===== config.mk =====
export PLATFORM = sky130hd
export DESIGN_NAME = serial_regport
export DESIGN_NICKNAME = d
export VERILOG_FILES = /design/src/rtl/serial_regport_pkg.sv /design/src/rtl/srp_sync.sv /design/src/rtl/srp_addr_gen.sv /design/src/rtl/srp_engine.sv /design/src/rtl/serial_regport.sv
export SDC_FILE = /design/constraint.sdc
export NUM_CORES = 1
export LEC_CHECK = 0
export CAP_MARGIN = 20
export CORE_MARGIN = 3
export CORE_UTILIZATION = 51
export DETAILED_ROUTE_END_ITERATION = 8
export GPL_TIMING_DRIVEN = 0
export MAX_ROUTING_LAYER = met4
export PLACE_DENSITY = 0.73
export SETUP_SLACK_MARGIN = 0.2
export SKIP_CTS_REPAIR_TIMING = 1
export SLEW_MARGIN = 0
export SYNTH_ARGS = -nofsm -noshare
export SYNTH_HDL_FRONTEND = slang
export SYNTH_HIERARCHICAL = 1
export SYNTH_SLANG_ARGS = --single-unit

===== constraint.sdc =====
create_clock -name clk -period 2.1 [get_ports clk]
set_input_delay 0.21 -clock clk [delete_from_list [all_inputs] [get_ports clk]]
set_output_delay 0.21 -clock clk [all_outputs]
set_load 0.02 [all_outputs]

===== src/rtl/serial_regport_pkg.sv =====
package serial_regport_pkg;

   // Fixed framing of the serial command word and data bytes
   localparam int INSTR_W      = 16;
   localparam int BYTE_W       = 8;
   localparam int RW_BIT       = 15;
   localparam int CNT_HI       = 14;
   localparam int CNT_LO       = 12;
   localparam int CNT_FW       = CNT_HI - CNT_LO + 1;
   localparam int ADDR_FIELD_W = 10;

   typedef enum logic {
      PH_INSTR = 1'b0,
      PH_DATA  = 1'b1
   } phase_t;

endpackage


===== src/rtl/srp_sync.sv =====
module srp_sync #(
   parameter int             W       = 1,
   parameter int             STAGES  = 2,
   parameter logic [W-1:0]   RST_VAL = '0
) (
   input  logic         clk,
   input  logic         rst_n,
   input  logic [W-1:0] d,
   output logic [W-1:0] q
);

   logic [STAGES-1:0][W-1:0] stg;

   always_ff @(posedge clk or negedge rst_n) begin
      if (!rst_n) begin
         stg <= {STAGES{RST_VAL}};
      end else begin
         for (int i = STAGES - 1; i > 0; i--) begin
            stg[i] <= stg[i-1];
         end
         stg[0] <= d;
      end
   end

   assign q = stg[STAGES-1];

endmodule


===== src/rtl/srp_addr_gen.sv =====
module srp_addr_gen #(
   parameter int ADDR_W   = 10,
   parameter int NUM_REGS = 640
) (
   input  logic              clk,
   input  logic              rst_n,
   input  logic              load,
   input  logic [ADDR_W-1:0] load_addr,
   input  logic              step,
   input  logic              down,
   output logic [ADDR_W-1:0] addr,
   output logic              addr_ok
);

   localparam int SPACE = 2 ** ADDR_W;

   always_ff @(posedge clk or negedge rst_n) begin
      if (!rst_n) begin
         addr <= '0;
      end else if (load) begin
         addr <= load_addr;
      end else if (step) begin
         // natural width arithmetic gives the modulo wrap
         addr <= down ? addr - ADDR_W'(1) : addr + ADDR_W'(1);
      end
   end

   generate
      if (NUM_REGS >= SPACE) begin : g_full_map
         assign addr_ok = 1'b1;
      end else begin : g_part_map
         assign addr_ok = (addr < ADDR_W'(NUM_REGS));
      end
   endgenerate

endmodule


===== src/rtl/srp_engine.sv =====
module srp_engine
   import serial_regport_pkg::*;
#(
   parameter int ADDR_W = 10
) (
   input  logic              clk,
   input  logic              rst_n,
   input  logic              cs_act,
   input  logic              sck_rise,
   input  logic              sck_fall,
   input  logic              sdi_s,
   input  logic              lsb_first,
   input  logic              addr_ok,
   input  logic [BYTE_W-1:0] rd_byte,
   output logic              load,
   output logic [ADDR_W-1:0] load_addr,
   output logic              step,
   output logic              we,
   output logic [BYTE_W-1:0] wdata,
   output logic              sdo,
   output phase_t            phase
);

   localparam int BC_W  = $clog2(INSTR_W);
   localparam int BIT_W = $clog2(BYTE_W);

   logic [INSTR_W-1:0] shreg;
   logic [INSTR_W-1:0] nxt;
   logic [BC_W-1:0]    bcnt;
   logic               wr_flag;
   logic [CNT_FW-1:0]  left;
   logic [BYTE_W-1:0]  byte_in;
   logic [BIT_W-1:0]   tx_idx;
   logic               instr_done;
   logic               byte_done;

   // Shift direction alone realises the bit order of both framings
   always_comb begin
      nxt        = lsb_first ? {sdi_s, shreg[INSTR_W-1:1]}
                             : {shreg[INSTR_W-2:0], sdi_s};
      byte_in    = lsb_first ? nxt[INSTR_W-1 -: BYTE_W] : nxt[BYTE_W-1:0];
      instr_done = (phase == PH_INSTR) && (bcnt == BC_W'(INSTR_W - 1));
      byte_done  = (phase == PH_DATA)  && (bcnt == BC_W'(BYTE_W - 1));
      tx_idx     = lsb_first ? bcnt[BIT_W-1:0] : ~bcnt[BIT_W-1:0];
   end

   assign load      = cs_act & sck_rise & instr_done;
   assign load_addr = nxt[ADDR_W-1:0];

   always_ff @(posedge clk or negedge rst_n) begin
      if (!rst_n) begin
         phase   <= PH_INSTR;
         shreg   <= '0;
         bcnt    <= '0;
         wr_flag <= 1'b0;
         left    <= '0;
         we      <= 1'b0;
         step    <= 1'b0;
         wdata   <= '0;
         sdo     <= 1'b0;
      end else begin
         we   <= 1'b0;
         step <= 1'b0;
         if (!cs_act) begin
            phase <= PH_INSTR;
            bcnt  <= '0;
            sdo   <= 1'b0;
         end else begin
            if (sck_rise) begin
               shreg <= nxt;
               if (instr_done) begin
                  wr_flag <= nxt[RW_BIT];
                  left    <= nxt[CNT_HI:CNT_LO];
                  phase   <= PH_DATA;
                  bcnt    <= '0;
               end else if (byte_done) begin
                  we    <= wr_flag & addr_ok;
                  wdata <= byte_in;
                  step  <= 1'b1;
                  bcnt  <= '0;
                  if (left == '0) begin
                     phase <= PH_INSTR;
                  end else begin
                     left <= left - 1'b1;
                  end
               end else begin
                  bcnt <= bcnt + 1'b1;
               end
            end
            if (sck_fall) begin
               sdo <= (phase == PH_DATA && !wr_flag) ? rd_byte[tx_idx] : 1'b0;
            end
         end
      end
   end

endmodule


===== src/rtl/serial_regport.sv =====
module serial_regport
   import serial_regport_pkg::*;
#(
   parameter int ADDR_W      = 10,
   parameter int NUM_REGS    = 640,
   parameter int SYNC_STAGES = 2
) (
   input  logic              clk,
   input  logic              rst_n,
   input  logic              lsb_first,
   input  logic              cs_n,
   input  logic              sclk,
   input  logic              sdi,
   output logic              sdo,
   output logic [ADDR_W-1:0] reg_addr,
   output logic              reg_we,
   output logic [BYTE_W-1:0] reg_wdata,
   input  logic [BYTE_W-1:0] reg_rdata
);

   generate
      if (ADDR_W < 1 || ADDR_W > ADDR_FIELD_W) begin : g_bad_addr_w
         $error("serial_regport: ADDR_W must lie in 1..10");
      end
      if (NUM_REGS < 1 || NUM_REGS > 2 ** ADDR_W) begin : g_bad_num_regs
         $error("serial_regport: NUM_REGS must lie in 1..2**ADDR_W");
      end
      if (SYNC_STAGES < 2) begin : g_bad_sync
         $error("serial_regport: SYNC_STAGES must be at least 2");
      end
   endgenerate

   logic              cs_s;
   logic              sck_s;
   logic              sdi_s;
   logic              sck_d;
   logic              sck_rise;
   logic              sck_fall;
   logic              cs_act;
   logic              load;
   logic [ADDR_W-1:0] load_addr;
   logic              step;
   logic              addr_ok;
   logic [BYTE_W-1:0] rd_byte;
   phase_t            phase;

   // Select resets high so the port starts deselected
   srp_sync #(
      .W       (3),
      .STAGES  (SYNC_STAGES),
      .RST_VAL (3'b100)
   ) u_sync (
      .clk   (clk),
      .rst_n (rst_n),
      .d     ({cs_n, sclk, sdi}),
      .q     ({cs_s, sck_s, sdi_s})
   );

   always_ff @(posedge clk or negedge rst_n) begin
      if (!rst_n) begin
         sck_d <= 1'b0;
      end else begin
         sck_d <= sck_s;
      end
   end

   assign sck_rise = sck_s & ~sck_d;
   assign sck_fall = ~sck_s & sck_d;
   assign cs_act   = ~cs_s;

   srp_addr_gen #(
      .ADDR_W   (ADDR_W),
      .NUM_REGS (NUM_REGS)
   ) u_addr (
      .clk       (clk),
      .rst_n     (rst_n),
      .load      (load),
      .load_addr (load_addr),
      .step      (step),
      .down      (~lsb_first),
      .addr      (reg_addr),
      .addr_ok   (addr_ok)
   );

   assign rd_byte = addr_ok ? reg_rdata : '0;

   srp_engine #(
      .ADDR_W (ADDR_W)
   ) u_eng (
      .clk       (clk),
      .rst_n     (rst_n),
      .cs_act    (cs_act),
      .sck_rise  (sck_rise),
      .sck_fall  (sck_fall),
      .sdi_s     (sdi_s),
      .lsb_first (lsb_first),
      .addr_ok   (addr_ok),
      .rd_byte   (rd_byte),
      .load      (load),
      .load_addr (load_addr),
      .step      (step),
      .we        (reg_we),
      .wdata     (reg_wdata),
      .sdo       (sdo),
      .phase     (phase)
   );

endmodule


**Word-level counts from Yosys, hierarchy flattened**

Index checks and enable logic that the tools add are counted.

- Register bits: 53
- Latch bits: 0
- RAM bits: 0
- ROM bits: 0
- Bits of input ports: 14
- Output and inout bits: 20
- Word-level logic and storage cells: 81
- Memories: 0

- Add/subtract/negate cells: 4
- $mul: 0
- Div/mod/pow operators: 0
- $lt $le $gt $ge: 2
- Equality and inequality tests: 3
- Shift-type cells: 0
- Multiplexer cells: 32
- Bitwise gates (word level): 11
- Reduce and logical (&&, ||, !) cells: 16

Operators with widths:

| kind | number |
|---|---|
| $mux W10 | 3 |
| $mux W1 | 17 |
| $mux W16 | 1 |
| $mux W4 | 4 |
| $mux W8 | 2 |
| $mux W3 | 4 |
| $add A10 B1 Y10 const B | 1 |
| $lt A10 B10 Y1 const B | 1 |
| $sub A10 B1 Y10 const B | 1 |
| $reduce_and A4 Y1 | 2 |
| $reduce_bool A2 Y1 | 4 |
| $reduce_and A3 Y1 | 2 |
| $reduce_bool A3 Y1 | 2 |
| $and A1 B1 Y1 | 5 |
| $not A1 Y1 | 5 |
| $add A4 B1 Y4 const B | 1 |
| $eq A4 B3 Y1 const B | 1 |
| $eq A4 B4 Y1 const B | 1 |
| $lt A3 B4 Y1 const B | 1 |
| $bmux W1 S3 | 1 |
| $logic_and A1 B1 Y1 | 3 |
| $logic_not A3 Y1 | 1 |
| $not A3 Y3 | 1 |
| $sub A3 B1 Y3 const B | 1 |
| 3 further kinds | 3 |

**Longest topological paths before layout**

Gate-level depths: netlist (run 1).

- Depth in word-level cells: 7
- Depth in mapped cells: 9
- Depth with buffers taken out: 8

**Cells and area by module**

The synthesis (run 1) kept the hierarchy.

By module, submodules not included:

| module | times used | cells each | area each (µm²) | seq. area each (µm²) |
|---|---|---|---|---|
| srp_engine | 1 | 211 | 2030.7 | 900.9 |
| srp_addr_gen | 1 | 95 | 864.6 | 250.2 |
| srp_sync | 1 | 9 | 175.2 | 152.6 |
| serial_regport | 1 | 13 | 95.1 | 25.0 |

**Least setup slack after synthesis (run 1)**

No wires, ideal clock.

- Path kind: register to register
- From: register u_addr.addr[0]
- To: register u_addr.addr[8]
- Setup time: 0.126 ns
- Arrival time: 1.976 ns
- Required time: 1.974 ns
- Slack: -0.002 ns
- Stages on the path, launching flop included: 8
- Path buffers: 0
- Period minus slack after synthesis: 2.102 ns
- Path through: dfrtp_1 -> fa_1 -> a211oi_2 -> nor3_1 -> o31a_1 -> o211ai_2 -> o31ai_1 -> a221o_1

- Word-level cells in the longest chain between the ends: 4
- Elaborated cells on any way between the ends: 5
- Classes of those cells: add/sub (2); mux (3)

Ends and longest elaborated chain:

| element | RTL line | RTL |
|---|---|---|
| start: declaration | srp_addr_gen.sv:11 | `output logic [ADDR_W-1:0] addr,` |
| start signal: assignment | srp_addr_gen.sv:21 | `addr <= load_addr;` |
| start signal: assignment | srp_addr_gen.sv:24 | `addr <= down ? addr - ADDR_W'(1) : addr + ADDR_W'(1);` |
| $sub A10 B1 Y10 or $add A10 B1 Y10 (tied branches) | srp_addr_gen.sv:24 |  |
| $mux W10 (*) | srp_addr_gen.sv:24 |  |
| $mux W10 (*) | srp_addr_gen.sv:22 | `end else if (step) begin` |
| $mux W10 (*) | srp_addr_gen.sv:20 | `end else if (load) begin` |

Every way passes the cells marked *; elsewhere a longest branch is shown, timed or not. The select of a mux whose other input is x is not followed.
A chain may end at the register's enable or synchronous reset.

**Worst setup path in the final report (run 1)**

- From: register u_addr.addr[1]
- To: register u_addr.addr[8]

The elaborated chain is that of the path after synthesis.

==> results.sh, run 1 <==
export IMPL_dr_pass1_iters=4
export IMPL_vias_per_cell=5.54
export IMPL_r2r_start="u_addr/addr[1]"
export IMPL_max_slew_margin_rel_pct=56.7
export IMPL_dr_wl_met3_um=278
export IMPL_status="finished, final reports clean"
export IMPL_cpPeakStageDelay_ns=0.44
export IMPL_power_frac_seq_pct=52.6
export IMPL_avgSynthCellArea_um2=9.65
export IMPL_ir_worst_vdd_mv=0.398
export IMPL_layout_common_cells="dfrtp_1, nand2_1, buf_4"
export IMPL_arrival_ns=2.28
export IMPL_io_buffer_count=33
export IMPL_cts_tree="yes"
export IMPL_clock_sinks=53
export IMPL_grt_pass1_wl_mm=11.5
export IMPL_numCtsBuffers=5
export IMPL_place_gp_congestion=0.826
export IMPL_maxCapViolations=0
export IMPL_nets=418
export IMPL_slowest_stage="dfrtp_2"
export IMPL_hpwl_mm=4.88
export IMPL_cts_root_buf="clkbuf_8"
export IMPL_worst_path_buf_inv=0
export IMPL_dp_cells=437
export IMPL_comb_power_share_pct=19.6
export IMPL_ys_types=58
export IMPL_met2_length_mm=3.41
export IMPL_grt_overflow_total=0
export IMPL_ant_nets=0
export IMPL_die_y_um=84.8
export IMPL_clkPwrFrac_pct=27.8
export IMPL_slew_violations=0
export IMPL_clk_pin_slew_worst_paths_ns=0.10
export IMPL_antenna_found_initial=0
export IMPL_crit_path_end_kind="flip-flop"
export IMPL_netlist_area_um2=3170
export IMPL_start_util_pct=53.2
export IMPL_synth_seq_area_share_pct=42.0
export IMPL_synth_seq_cells=53
export IMPL_seq_area_um2=1330
export IMPL_grt_pass1_vias=2427
export IMPL_drive_gt1_share_pct=22.4
export IMPL_routed_via_count=2595
export IMPL_yosys_warnings=6
export IMPL_ff2ff_path_depth=7
export IMPL_timing_hold_ws_ns=0.329
export IMPL_worstPathRequired_ns=2.29
export IMPL_ys_flop_type="dfrtp_1"
export IMPL_pwr_density_cell_nw_per_um2=556
export IMPL_max_freq_ghz=0.479
export IMPL_top_layer="met4"
export IMPL_drt_iter0_markers=102
export IMPL_core_area_um2=5960
export IMPL_drt_met1_wl_mm=3.34
export IMPL_fin_skew_ns=0.00620
export IMPL_clockBufferDepth=2
export IMPL_critPathKind="reg -> reg"
export IMPL_worstSetupStartpointType="flip-flop"
export IMPL_r2r_slack_ns=0.01
export IMPL_wire_per_inst_um=15.2
export IMPL_multi_input_area_um2=1720
export IMPL_switchingPower_mw=0.622
export IMPL_routed_wl_mm=7.12
export IMPL_hold_violations=0
export IMPL_synthArstFlopShare_pct=100
export IMPL_antenna_cells=0
export IMPL_critPathMaxFanout=4
export IMPL_fp_dieW_um=84.8
export IMPL_startpoint="u_addr/addr[1]"
export IMPL_setup_viol=0
export IMPL_grt_setup_unrepaired="true"
export IMPL_dieArea_um2=7190
export IMPL_p_int_mw=1.59
export IMPL_cpLargestDelayFamily="compound AO/OA/AOI/OAI gates"
export IMPL_final_cell_count_no_fill=468
export IMPL_synthToLayoutAreaGrowth_pct=25.8
export IMPL_synth_edf_count=0
export IMPL_ios=34
export IMPL_grt_max_degree=29
export IMPL_final_util_pct=66.9
export IMPL_route_detailed_drc=0
export IMPL_worst_pin_slew_ns=0.649
export IMPL_switching_share_pct=28.1
export IMPL_grt_util_all_layers_pct=20.1
export IMPL_period_needed_ns=2.09
export IMPL_min_path_type="in -> reg"
export IMPL_worst_path_stages=7
export IMPL_syn_instance_count=328
export IMPL_row_count=28
export IMPL_crit_path_cell_trace="fa_2 > a211oi_2 > nor3_1 > o31a_1 > o211ai_2 > o31ai_1 > a221o_1"
export IMPL_r2r_end="u_addr/addr[8]"
export IMPL_leakagePower_nw=1.79
export IMPL_setup_tns_ns=0
export IMPL_syn_num_nets=354
export IMPL_n_fill_cell=495
export IMPL_clk_latency_ns=0.31
export IMPL_cp_endpoint="u_addr/addr[8]"
export IMPL_cts_htree_levels=2
export IMPL_min_period_over_period_pct=99.5
## kinds of logic (layout without fill, tap and decap cells)
| kind of cell | count (synthesis) | count (layout) | synth area share (%) |
|---|---|---|---|
| AND/OR/NAND/NOR | 120 | 120 | 19.7 |
| AO/OA/AOI/OAI | 80 | 80 | 16.1 |
| flip-flops | 53 | 53 | 42.0 |
| buffers and inverters | 35 | 100 | 6.80 |
| multiplexers | 21 | 21 | 8.50 |
| adder cells (fa/ha/maj) | 12 | 12 | 4.98 |
| XOR/XNOR | 7 | 7 | 1.94 |
## metrics by stage
step                area (um2)  total power, mW  setup slack (ns)
global placement          3620             1.57            -0.988
CTS                       3730             2.20            -0.233
finish                    3980             2.22            0.0106
floorplan                 3200             1.46             0.143
detailed placement        3640             1.58            -0.539
global route              3980             2.33           -0.0959
## power groups by stage
stage               Sequential [mW]  Clock [mW]  Combinational, mW
floorplan                      1.16           0              0.294
global placement               1.18           0              0.386
detailed placement             1.19           0              0.399
CTS                            1.17       0.628              0.404
global route                   1.18       0.674              0.478
finish                         1.17       0.615              0.434
## registers in the layout (all words and copies together) (netlist names)
signal / cells
u_eng/sdo: 1
u_eng/step: 1
u_eng/wr_flag: 1
u_eng/wdata: 8
sck_d: 1
u_eng/phase: 1
u_eng/bcnt: 4
u_eng/shreg: 16
u_eng/left: 3
u_eng/we: 1
u_sync/stg: 3
u_sync/q: 3
u_addr/addr: 10
## final cells by class
class	count	share of cell area, %
inverter	8	0.848
buffer	27	4.87
clock buffer	6	2.07
timing repair inverter	1	0.189
timing repair buffer	56	12.8
tap	75	2.36
sequential	53	33.5
clock inverter	2	0.346
multi-input combinational	240	43.1
## Yosys cell counts (8+ instances only)
master / count / area share [%]
a21o_1: 12 / 2.8
a21oi_1: 26 / 4.1
and2_1: 9 / 1.8
buf_4: 18 / 4.3
dfrtp_1: 51 / 40
ha_1: 11 / 4.3
inv_1: 8 / 0.95
mux2i_1: 13 / 4.1
nand2_1: 48 / 5.7
nor2_1: 18 / 2.1
nor2b_1: 15 / 3.0
o21ai_0: 20 / 3.2
## routing by layer
layer | global-route usage [%] | vias up
met5 | - | -
met4 | 5.61 | 0
met3 | 3.24 | 10
met2 | 31.5 | 56
met1 | 27.3 | 1258
li1 | - | 1271
## worst min path at each step
stage / from / to / cells past startpoint
after floorplan: rst_n / sck_d / 0
after global placement: u_sync/stg[1] / u_sync/q[1] / 0
after detailed placement: rst_n / u_eng/bcnt[3] / 1
after CTS: rst_n / u_eng/wdata[7] / 1
after global routing: sclk / u_sync/stg[1] / 1
final: sdi / u_sync/stg[0] / 1
Note: power is estimated with default switching activity, not from simulation.
==> inputs of run 2 (changes only) <==
--- a/config.mk
+++ b/config.mk
@@ -7,11 +7,11 @@
 export LEC_CHECK = 0
 export CAP_MARGIN = 20
 export CORE_MARGIN = 3
-export CORE_UTILIZATION = 51
+export CORE_UTILIZATION = 56
 export DETAILED_ROUTE_END_ITERATION = 8
 export GPL_TIMING_DRIVEN = 0
 export MAX_ROUTING_LAYER = met4
-export PLACE_DENSITY = 0.73
+export PLACE_DENSITY = 0.76
 export SETUP_SLACK_MARGIN = 0.2
 export SKIP_CTS_REPAIR_TIMING = 1
 export SLEW_MARGIN = 0
==> constraint.sdc (replaced) <==
create_clock -name clk -period 2.4 [get_ports clk]
set_input_delay 0.24 -clock clk [delete_from_list [all_inputs] [get_ports clk]]
set_output_delay 0.24 -clock clk [all_outputs]
set_load 0.02 [all_outputs]
==> run 2 against run 1 <==
Compared with the run above:
- sequential power fell by 13%
- combinational power shrank 18%
- hold slack gained 0.0085 ns
- final cell count fell by 3.8%
- global-route usage is 2.2 points higher
- clock power is 14% lower
- core utilization grew 5.6 points
- die area decreased by 8.3%
==> results.sh, run 2 (synthesized netlist as in run 1, its figures left out) <==
export IMPL_status="finished, final reports clean"
export IMPL_start_util_pct=60.1
export IMPL_startpoint="u_eng/bcnt[1]"
export IMPL_slew_violations=0
export IMPL_drt_iter0_markers=123
export IMPL_leakagePower_nw=1.74
export IMPL_routed_wl_mm=6.80
export IMPL_seq_area_um2=1330
export IMPL_cts_htree_levels=2
export IMPL_antenna_cells=0
export IMPL_cpPeakStageDelay_ns=0.67
export IMPL_min_period_over_period_pct=90.7
export IMPL_place_gp_congestion=0.820
export IMPL_worstSetupStartpointType="flip-flop"
export IMPL_ant_nets=0
export IMPL_nets=405
export IMPL_setup_viol=0
export IMPL_clk_pin_slew_worst_paths_ns=0.10
export IMPL_maxCapViolations=0
export IMPL_drive_gt1_share_pct=17.9
export IMPL_die_y_um=81.2
export IMPL_fp_dieW_um=81.2
export IMPL_dr_pass1_iters=4
export IMPL_cts_root_buf="clkbuf_8"
export IMPL_clock_sinks=53
export IMPL_cts_tree="yes"
export IMPL_arrival_ns=2.42
export IMPL_dieArea_um2=6590
export IMPL_final_common_cell="dfrtp_1"
export IMPL_p_int_mw=1.38
export IMPL_n_fill_cell=417
export IMPL_routed_via_count=2500
export IMPL_grt_overflow_total=0
export IMPL_row_count=26
export IMPL_max_freq_ghz=0.459
export IMPL_io_buffer_count=33
export IMPL_antenna_found_initial=0
export IMPL_worst_pin_slew_ns=0.565
export IMPL_r2r_start="u_eng/bcnt[1]"
export IMPL_hold_violations=0
export IMPL_crit_path_cell_trace="ha_2 > nand4b_1 > nor2_4 > buf_4 > or4b_2 > a21o_1 > nand3_1"
export IMPL_grt_util_all_layers_pct=22.3
export IMPL_switching_share_pct=27.6
export IMPL_worstHoldStart="cs_n"
export IMPL_top_register="u_eng/shreg"
export IMPL_largest_reg_flops=16
export IMPL_dp_slack_ns=-0.348
export IMPL_ir_worst_vdd_mv=0.570
export IMPL_comb_power_share_pct=18.7
export IMPL_core_area_um2=5270
export IMPL_grt_setup_unrepaired="true"
export IMPL_slowest_stage="or4b_2"
export IMPL_switchingPower_mw=0.527
export IMPL_largest_registers="u_eng/shreg: 16 flops, u_addr/addr: 10 flops, u_eng/wdata: 8 flops"
export IMPL_wire_per_inst_um=15.1
export IMPL_clkPwrFrac_pct=27.7
export IMPL_dp_cells=432
export IMPL_power_frac_seq_pct=53.6
export IMPL_clk_latency_ns=0.30
export IMPL_worstPathRequired_ns=2.64
export IMPL_layout_common_cells="dfrtp_1, nand2_1, clkdlybuf4s50_1"
export IMPL_critPathMaxFanout=8
export IMPL_crit_path_end_kind="flip-flop"
export IMPL_vias_per_cell=5.56
export IMPL_multi_input_area_um2=1660
export IMPL_fin_total_pwr_mw=1.91
export IMPL_final_util_pct=72.5
export IMPL_grt_pass1_wl_mm=11.1
export IMPL_hpwl_mm=4.91
export IMPL_grt_max_degree=37
export IMPL_route_detailed_drc=0
export IMPL_critPathKind="reg -> reg"
export IMPL_max_slew_margin_rel_pct=62.3
export IMPL_fin_skew_ns=0.00890
export IMPL_final_cell_count_no_fill=450
export IMPL_period_needed_ns=2.18
export IMPL_setup_slack_ns=0.222
export IMPL_numCtsBuffers=5
export IMPL_min_path_type="in -> reg"
export IMPL_pwr_density_cell_nw_per_um2=500
export IMPL_ios=34
export IMPL_grt_pass1_vias=2349
export IMPL_clockBufferDepth=2
export IMPL_synthToLayoutAreaGrowth_pct=20.6
==> run 2: cell types whose count changed in the layout (fill, tap and decap cells not counted), sizes merged <==
cell	delta
buf	-13
dlymetal6s2s	+1
clkinvlp	-1
==> run 2: critical path, delay by kind of cell (launching register included) <==
kind,cells,cell delay (ns)
AOI/OAI and AO/OA,1,0.18
and+or+nand+nor,4,1.08
buffers and inverters,1,0.15
adders and majority gates,1,0.23
DFF,1,0.48
==> run 2: per-stage QoR <==
step                      setup TNS, ns  instance area (um2)  hold slack [ns]
after floorplan                       0                 3170          -0.0556
after global placement           -27.15                 3580            0.333
after detailed placement          -2.25                 3600            0.216
after CTS                         -1.88                 3690           -0.119
after global routing                  0                 3820            0.347
final                                 0                 3820            0.337
==> run 2: path summary, 6_finish.rpt <==
check | endpoint | slack, ns | cells after the start
worst max-delay path | u_addr/addr[9] | 0.22 | 7
worst min-delay path | u_sync/stg[2] | 0.34 | 1
worst max register to register | u_addr/addr[9] | 0.22 | 7
worst min register to register | u_sync/q[0] | 0.36 | 0
max in group asynchronous | u_sync/q[2] | 1.40 | 3
min in group asynchronous | u_eng/bcnt[2] | 0.40 | 2
==> run 2: area by class of cell <==
cell class	instances	share of cell area, %
clock inverter	2	0.360
clock buffer	6	2.16
timing repair buffer	44	11.1
buffer	27	4.91
multi-input combinational	240	43.4
tap	70	2.29
sequential	53	34.9
inverter	8	0.885
==> run 2: power by group through the flow <==
stage                     logic [mW]  registers, mW  clock network [mW]
after global placement         0.337           1.03                   0
after floorplan                0.256           1.02                   0
after CTS                      0.348           1.02               0.538
after global routing           0.401           1.03               0.573
final                          0.357           1.02               0.528
after detailed placement       0.347           1.04                   0
==> run 2: layer usage <==
metal,track usage (%),vias up,part of all wire (%)
met2,33.7,53,46
met1,32.0,1198,49
met5,-,-,0
li1,-,1242,-
met4,4.22,0,0.93
met3,3.66,7,3.7
